===== config.mk =====
export PLATFORM = sky130hd
export DESIGN_NAME = hint_adjust_top
export DESIGN_NICKNAME = d
export VERILOG_FILES = /design/src/rtl/hadj_pkg.sv /design/src/rtl/hadj_rst_sync.sv /design/src/rtl/hadj_dir.sv /design/src/rtl/hadj_step.sv /design/src/rtl/hadj_oreg.sv /design/src/rtl/hint_adjust_top.sv
export SDC_FILE = /design/constraint.sdc
export NUM_CORES = 1
export LEC_CHECK = 0
export BUFFER_PORTS_ARGS = -buffer_cell sky130_fd_sc_hd__buf_2
export CORE_MARGIN = 5
export CORE_UTILIZATION = 39
export DETAILED_ROUTE_END_ITERATION = 10
export PLACE_DENSITY = 0.75
export SYNTH_ARGS = -nofsm -noshare
export SYNTH_HDL_FRONTEND = slang
export SYNTH_SLANG_ARGS = --single-unit

===== constraint.sdc =====
create_clock -name clk -period 0.8 [get_ports clk]
set_input_delay 0 -clock clk [delete_from_list [all_inputs] [get_ports clk]]
set_output_delay 0 -clock clk [all_outputs]
set_load 0.02 [all_outputs]

===== src/rtl/hadj_pkg.sv =====
package hadj_pkg;
  typedef enum logic {
    DIR_DOWN = 1'b0,
    DIR_UP   = 1'b1
  } hadj_dir_e;
endpackage


===== src/rtl/hadj_rst_sync.sv =====
module hadj_rst_sync (
  input  logic clk,
  input  logic rst_n,
  output logic rst_sync_n
);
  logic [1:0] stage_q;

  always_ff @(posedge clk or negedge rst_n) begin
    if (!rst_n) stage_q <= 2'b00;
    else        stage_q <= {stage_q[0], 1'b1};
  end

  assign rst_sync_n = stage_q[1];
endmodule


===== src/rtl/hadj_dir.sv =====
module hadj_dir #(
  parameter int REM_W = 19
) (
  input  logic [REM_W-1:0]     r0,
  input  logic                 neg,
  output hadj_pkg::hadj_dir_e  dir
);
  logic rem_nonzero;

  // Up only for a nonzero remainder in the lower half; zero remainder goes down.
  always_comb begin
    rem_nonzero = |r0;
    dir = (rem_nonzero && !neg) ? hadj_pkg::DIR_UP : hadj_pkg::DIR_DOWN;
  end
endmodule


===== src/rtl/hadj_step.sv =====
module hadj_step #(
  parameter int HIGH_W = 5,
  parameter int RING   = 16
) (
  input  logic [HIGH_W-1:0]    r1c,
  input  logic                 hint,
  input  hadj_pkg::hadj_dir_e  dir,
  output logic [HIGH_W-1:0]    w1
);
  localparam logic [HIGH_W-1:0] TOP_VAL = HIGH_W'(RING - 1);
  localparam logic [HIGH_W-1:0] ONE_VAL = HIGH_W'(1);

  logic [HIGH_W-1:0] up_val;
  logic [HIGH_W-1:0] down_val;

  always_comb begin
    up_val   = (r1c == TOP_VAL) ? '0 : r1c + ONE_VAL;
    down_val = (r1c == '0) ? TOP_VAL : r1c - ONE_VAL;
    if (!hint)                         w1 = r1c;
    else if (dir == hadj_pkg::DIR_UP)  w1 = up_val;
    else                               w1 = down_val;
  end
endmodule


===== src/rtl/hadj_oreg.sv =====
module hadj_oreg #(
  parameter int  HIGH_W  = 5,
  parameter int  TAG_W   = 8,
  parameter bit  REG_OUT = 1'b1
) (
  input  logic              clk,
  input  logic              rst_sync_n,
  input  logic              in_valid,
  input  logic [HIGH_W-1:0] w1_d,
  input  logic [TAG_W-1:0]  tag_d,
  output logic              out_valid,
  output logic [HIGH_W-1:0] out_w1,
  output logic [TAG_W-1:0]  out_tag
);
  generate
    if (REG_OUT) begin : g_reg
      logic              vld_q, vld_n;
      logic [HIGH_W-1:0] w1_q, w1_n;
      logic [TAG_W-1:0]  tag_q, tag_n;

      always_comb begin
        vld_n = in_valid;
        w1_n  = w1_q;
        tag_n = tag_q;
        if (in_valid) begin
          w1_n  = w1_d;
          tag_n = tag_d;
        end
      end

      always_ff @(posedge clk or negedge rst_sync_n) begin
        if (!rst_sync_n) begin
          vld_q <= 1'b0;
          w1_q  <= '0;
          tag_q <= '0;
        end else begin
          vld_q <= vld_n;
          w1_q  <= w1_n;
          tag_q <= tag_n;
        end
      end

      assign out_valid = vld_q;
      assign out_w1    = w1_q;
      assign out_tag   = tag_q;
    end else begin : g_comb
      logic unused_clk;
      assign unused_clk = clk ^ rst_sync_n;
      assign out_valid  = in_valid;
      assign out_w1     = w1_d;
      assign out_tag    = tag_d;
    end
  endgenerate
endmodule


===== src/rtl/hint_adjust_top.sv =====
module hint_adjust_top #(
  parameter int HIGH_W  = 5,
  parameter int RING    = 16,
  parameter int REM_W   = 19,
  parameter int TAG_W   = 8,
  parameter bit REG_OUT = 1'b1
) (
  input  logic              clk,
  input  logic              rst_n,
  input  logic              in_valid,
  input  logic [HIGH_W-1:0] r1c,
  input  logic [REM_W-1:0]  r0,
  input  logic              neg,
  input  logic              hint,
  input  logic [TAG_W-1:0]  tag,
  output logic              out_valid,
  output logic [HIGH_W-1:0] out_w1,
  output logic [TAG_W-1:0]  out_tag
);
  logic                 rst_sync_n;
  hadj_pkg::hadj_dir_e  step_dir;
  logic [HIGH_W-1:0]    w1_next;

  hadj_rst_sync u_rst (
    .clk        (clk),
    .rst_n      (rst_n),
    .rst_sync_n (rst_sync_n)
  );

  hadj_dir #(.REM_W(REM_W)) u_dir (
    .r0  (r0),
    .neg (neg),
    .dir (step_dir)
  );

  hadj_step #(.HIGH_W(HIGH_W), .RING(RING)) u_step (
    .r1c  (r1c),
    .hint (hint),
    .dir  (step_dir),
    .w1   (w1_next)
  );

  hadj_oreg #(.HIGH_W(HIGH_W), .TAG_W(TAG_W), .REG_OUT(REG_OUT)) u_oreg (
    .clk        (clk),
    .rst_sync_n (rst_sync_n),
    .in_valid   (in_valid),
    .w1_d       (w1_next),
    .tag_d      (tag),
    .out_valid  (out_valid),
    .out_w1     (out_w1),
    .out_tag    (out_tag)
  );
endmodule


==> Word level (Yosys, flattened, before mapping) <==
Index checks and enable logic that the tools add are counted.
{ "totals": {"wordCells": 16, "regBits": 16, "input_bits": 37, "output_inout_bits": 14} }
{ "op_classes": {"n_mux": 5, "n_reduce_logical": 4, "n_addsub": 2, "n_eq_ne": 1} }
{ "ops": {"columns": ["cell", "count"], "rows": [
  ["two-way mux 5 bit", 4],
  ["OR reduction 19 bit", 1],
  ["adder 5 x 1 -> 5 bit (second input constant)", 1],
  ["equality test 5 x 4 -> 1 bit (second input constant)", 1],
  ["zero test 5 bit", 1],
  ["subtractor 5 x 1 -> 5 bit (second input constant)", 1],
  ["logical AND 1 bit", 1],
  ["zero test 1 bit", 1],
  ["two-way mux 1 bit", 1]
]} }

==> Longest topological paths before layout <==
{ "depth": {"ltp_word": 5, "mapped_depth": 7, "ltp_nobuf": 7} }

==> By module <==
Synthesis repeated with hierarchy kept, for this count alone.
{ "hier_totals": {"hier_cells": 65, "area_unflattened_um2": 827.0} }
{ "by_module_without_submodules": {"columns": ["mod", "cells_per_inst", "area_per_inst_um2", "instances"], "rows": [
  ["hadj_oreg", 28, 545.5, 1],
  ["hadj_step", 27, 183.9, 1],
  ["hadj_rst_sync", 3, 53.8, 1],
  ["hadj_dir", 7, 43.8, 1]
]} }

==> Worst setup path after synthesis <==
Ideal clock, no wire load.
{ "synth_path": {"path_kind": "input port to flip-flop", "start": "input port r0[2]", "end": "register u_oreg.g_reg.w1_q[3] (netlist: u_oreg.out_w1[3])", "arrival_time_ns": 1.155, "path_slack_ns": -0.441, "stages": 5, "path_cell_list": "nor4_2 -> nand2_2 -> o21bai_4 -> mux2_2 -> o221ai_2"} }
{ "synth_between": {"elab_chain_len": 5} }
{ "synth_lines": {"columns": ["element", "line_no", "rtl"], "rows": [
  ["start, declared", "hint_adjust_top.sv:12", "input logic [REM_W-1:0] r0,"],
  ["OR reduction 19 bit", "hadj_dir.sv:12", "rem_nonzero = |r0;"],
  ["logical AND 1 bit", "hadj_dir.sv:13", "dir = (rem_nonzero && !neg) ? hadj_pkg::DIR_UP : hadj_pkg::DIR_DOWN;"],
  ["two-way mux 1 bit", "hadj_dir.sv:13", null],
  ["two-way mux 5 bit", "hadj_step.sv:20", "else if (dir == hadj_pkg::DIR_UP) w1 = up_val;"],
  ["two-way mux 5 bit", "hadj_step.sv:19", "if (!hint) w1 = r1c;"],
  ["end signal, assigned", "hadj_oreg.sv:38", "w1_q <= w1_n;"],
  ["end, declared", "hadj_oreg.sv:18", "logic [HIGH_W-1:0] w1_q, w1_n;"]
]} }
Every way passes these cells.
A chain may end at the register's enable or synchronous reset.

==> Worst setup path in the final report <==
{ "layout_path": {"start": "input port r0[5]", "end": "register u_oreg.g_reg.w1_q[2] (netlist: u_oreg.out_w1[2])"} }
The elaborated chain is that of the path after synthesis.

==> impl_metrics.ini <==
[outcome]
status = finished, violations left
violations = negative setup slack

[global_routing]
grt_start_max_net_pins = 12
antenna_found_initial = 0
grt_use_total_pct = 19.13
grt_pass1_wl_mm = 4.974
first_global_vias = 1046
overflow = 0

[placement]
place_hpwl_mm = 2.122
dp_slack_ns = -0.4803
port_buffers = 50
placed_area_mm2 = 0.001428
gp_congestion = 0.7635

[sta]
finalCritPeriodShare_pct = 119.3
drv_slew = 0
fin_skew_ns = 0.001757
rsz0062_at_grt = true
finalCriticalPeriod_ns = 0.9546
layout_setup_ws_ns = -0.1546
fmax_mhz = 1048
hold_viol = 0
setup_viol = 18
setup_tns_ns = -0.9052

[clock_network]
h-tree-depth = 1
clock_latency_ns = 0.28
cts_made_buffers = 3
cts_sinks = 16
cts_tree = yes
clock-root-buffer = clkbuf_4
clock_path_buffers = 2
path_clk_slew_ns = 0.08

[flow_run]
max_cap_violations = 0

[route]
wl_per_cell_um = 15.49
drt_iter0_drc = 11
vias = 1007
wirelength_mm = 3.052
first_pass_iters = 4
via_per_inst = 5.112
drc_errors = 0
ant_nets = 0

[floorplan]
design.core.area_mm2 = 0.002233
rows = 17
pin_count = 51
start_util_pct = 41.01
fp.dieW_um = 58.46
die_area_mm2 = 0.003418
dieHeight_um = 58.46

[logic_synthesis]
ys_seq_elements = 16
netlist_instances = 89
ys_types = 33
syn_nets = 128
syn_area_per_cell_um2 = 10.29
seq_area_frac_synth_pct = 43.72
netlist_area_um2 = 915.9
ys_warn_count = 0

[cells_and_area]
mostFrequentLayoutCells = buf_2 (30), buf_6 (20), buf_4 (20)
drive_gt1_share_pct = 64.29
multi_input_area_um2 = 598.1
fin_nets = 208
fillers = 156
area_growth_pct = 88.11
design_area_mm2 = 0.001723
final_common_cell = buf_2
regArea_um2 = 410.4

[critical_path]
end_kind = register
r2r_start = u_oreg.out_tag[1]
crit_arrival_ns = 1.13
path_max_fanout = 3
reg2reg_slack_ns = 0
r2r-end = u_oreg.out_tag[1]
worstPathRequired_ns = 0.97
critical_path_class = input port to register
crit_path_start_kind = input port
rr_worst_depth = 1

[power_and_ir_drop]
cellLeakagePower_nw = 0.7724
power_density_mw_per_mm2 = 1268
irDropWorstVdd_mv = 1.665
power.total_mw = 2.185

[worst_hold_path]
min_path_type = input port to async pin
## flip-flops by register name, indices dropped and copies added, names as in the netlist
| signal | count |
|---|---|
| u_oreg.out_tag | 8 |
| u_oreg.out_valid | 1 |
| u_oreg.out_w1 | 5 |
| u_rst.stage_q | 2 |
## cell usage after synthesis, drive strengths merged
cell    number  area share [%]
a21oi        4             2.2
a31o         1            0.96
a31oi        1            0.68
and2         1            0.68
buf          2            0.96
clkbuf       3             1.2
conb         1            0.41
dfrtp       16              44
ha           2             2.7
inv          4             1.6
mux2         9              11
mux2i        4             4.4
nand2        6             2.7
nand2b       3             2.0
nand3        4             2.2
nand3b       3             2.5
nand4        2             1.4
nor2         3             1.2
nor2b        2             1.4
nor3         2             1.1
nor4         4             4.1
nor4b        1            0.96
o21ai        4             2.2
o21bai       1             2.0
o221ai       1             1.6
o22ai        2             1.4
o32ai        1            0.96
or2          1            0.68
xnor2        1            0.96
## metal layers
metal | global-route usage, % | vias up | part of all wire [%]
li1 | - | 479 | -
met1 | 19.95 | 491 | 36
met2 | 36.52 | 33 | 57
met3 | 5.702 | 4 | 5.6
met4 | 5.298 | 0 | 0.75
met5 | 0 | - | 0
## layout make-up
type	instances	share of cell area, %
Tap cell	28	2.033
Clock buffer	4	1.525
Antenna cell	1	0.1452
Multi-Input combinational cell	64	34.71
Inverter	4	0.8715
Sequential cell	16	23.82
Timing Repair Buffer	80	36.89
## through the flow
stage          cells  hold WS [ns]  utilization (%)
2_1_floorplan     89       -0.2956                -
3_3_place_gp     182       -0.2150            63.92
3_5_place_dp     182       -0.2129            63.92
4_1_cts          196       0.01218            75.24
5_1_grt          196       0.03805            77.03
6_report         197       0.03007            77.14
## worst max-delay path by stage
| stage | startpoint | end | slack [ns] | depth (start not counted) |
|---|---|---|---|---|
| 5_1_grt | r0[18] | u_oreg.out_w1[3] | -0.21 | 6 |
| 3_5_place_dp | r0[6] | u_oreg.out_w1[3] | -0.48 | 6 |
| 2_1_floorplan | r0[10] | u_oreg.out_w1[3] | -0.32 | 5 |
| 4_1_cts | r0[18] | u_oreg.out_w1[3] | -0.14 | 6 |
| 6_report | r0[5] | u_oreg.out_w1[2] | -0.15 | 7 |
| 3_3_place_gp | r0[6] | u_oreg.out_w1[3] | -0.44 | 6 |
## power breakdown
part | internal, mW | switching, mW | total (mW)
clock network | 0.194 | 0.228 | 0.422
registers | 0.895 | 0.0606 | 0.956
logic | 0.453 | 0.355 | 0.808
## cell families after synthesis
family          Yosys count  synth area share [%]
other cells               1                0.4094
simple gates             32                 20.90
mux                      13                 15.44
compound gates           15                 12.02
xor+xnor                  1                0.9565
buf+inv                   9                 3.824
flops                    16                 43.72
fa+ha+maj                 2                 2.732
## timing repair
item | CTS | global route
hold buffers | 9 | 0
endpoints found under the hold margin | 10 | 0
buffers inserted | 1 | 0
resized for setup | 37 | 8
endpoints found under the setup margin | 20 | 23
pin swaps | 4 | 3
## critical path, stage by stage
cell and delay (ns):
buf_2 0.11, nor4_4 0.29, buf_4 0.17, nand4_1 0.16, mux2i_4 0.20, nor3_2 0.05
nand3b_1 0.14
No activity file was read; power rests on OpenSTA's default activity.
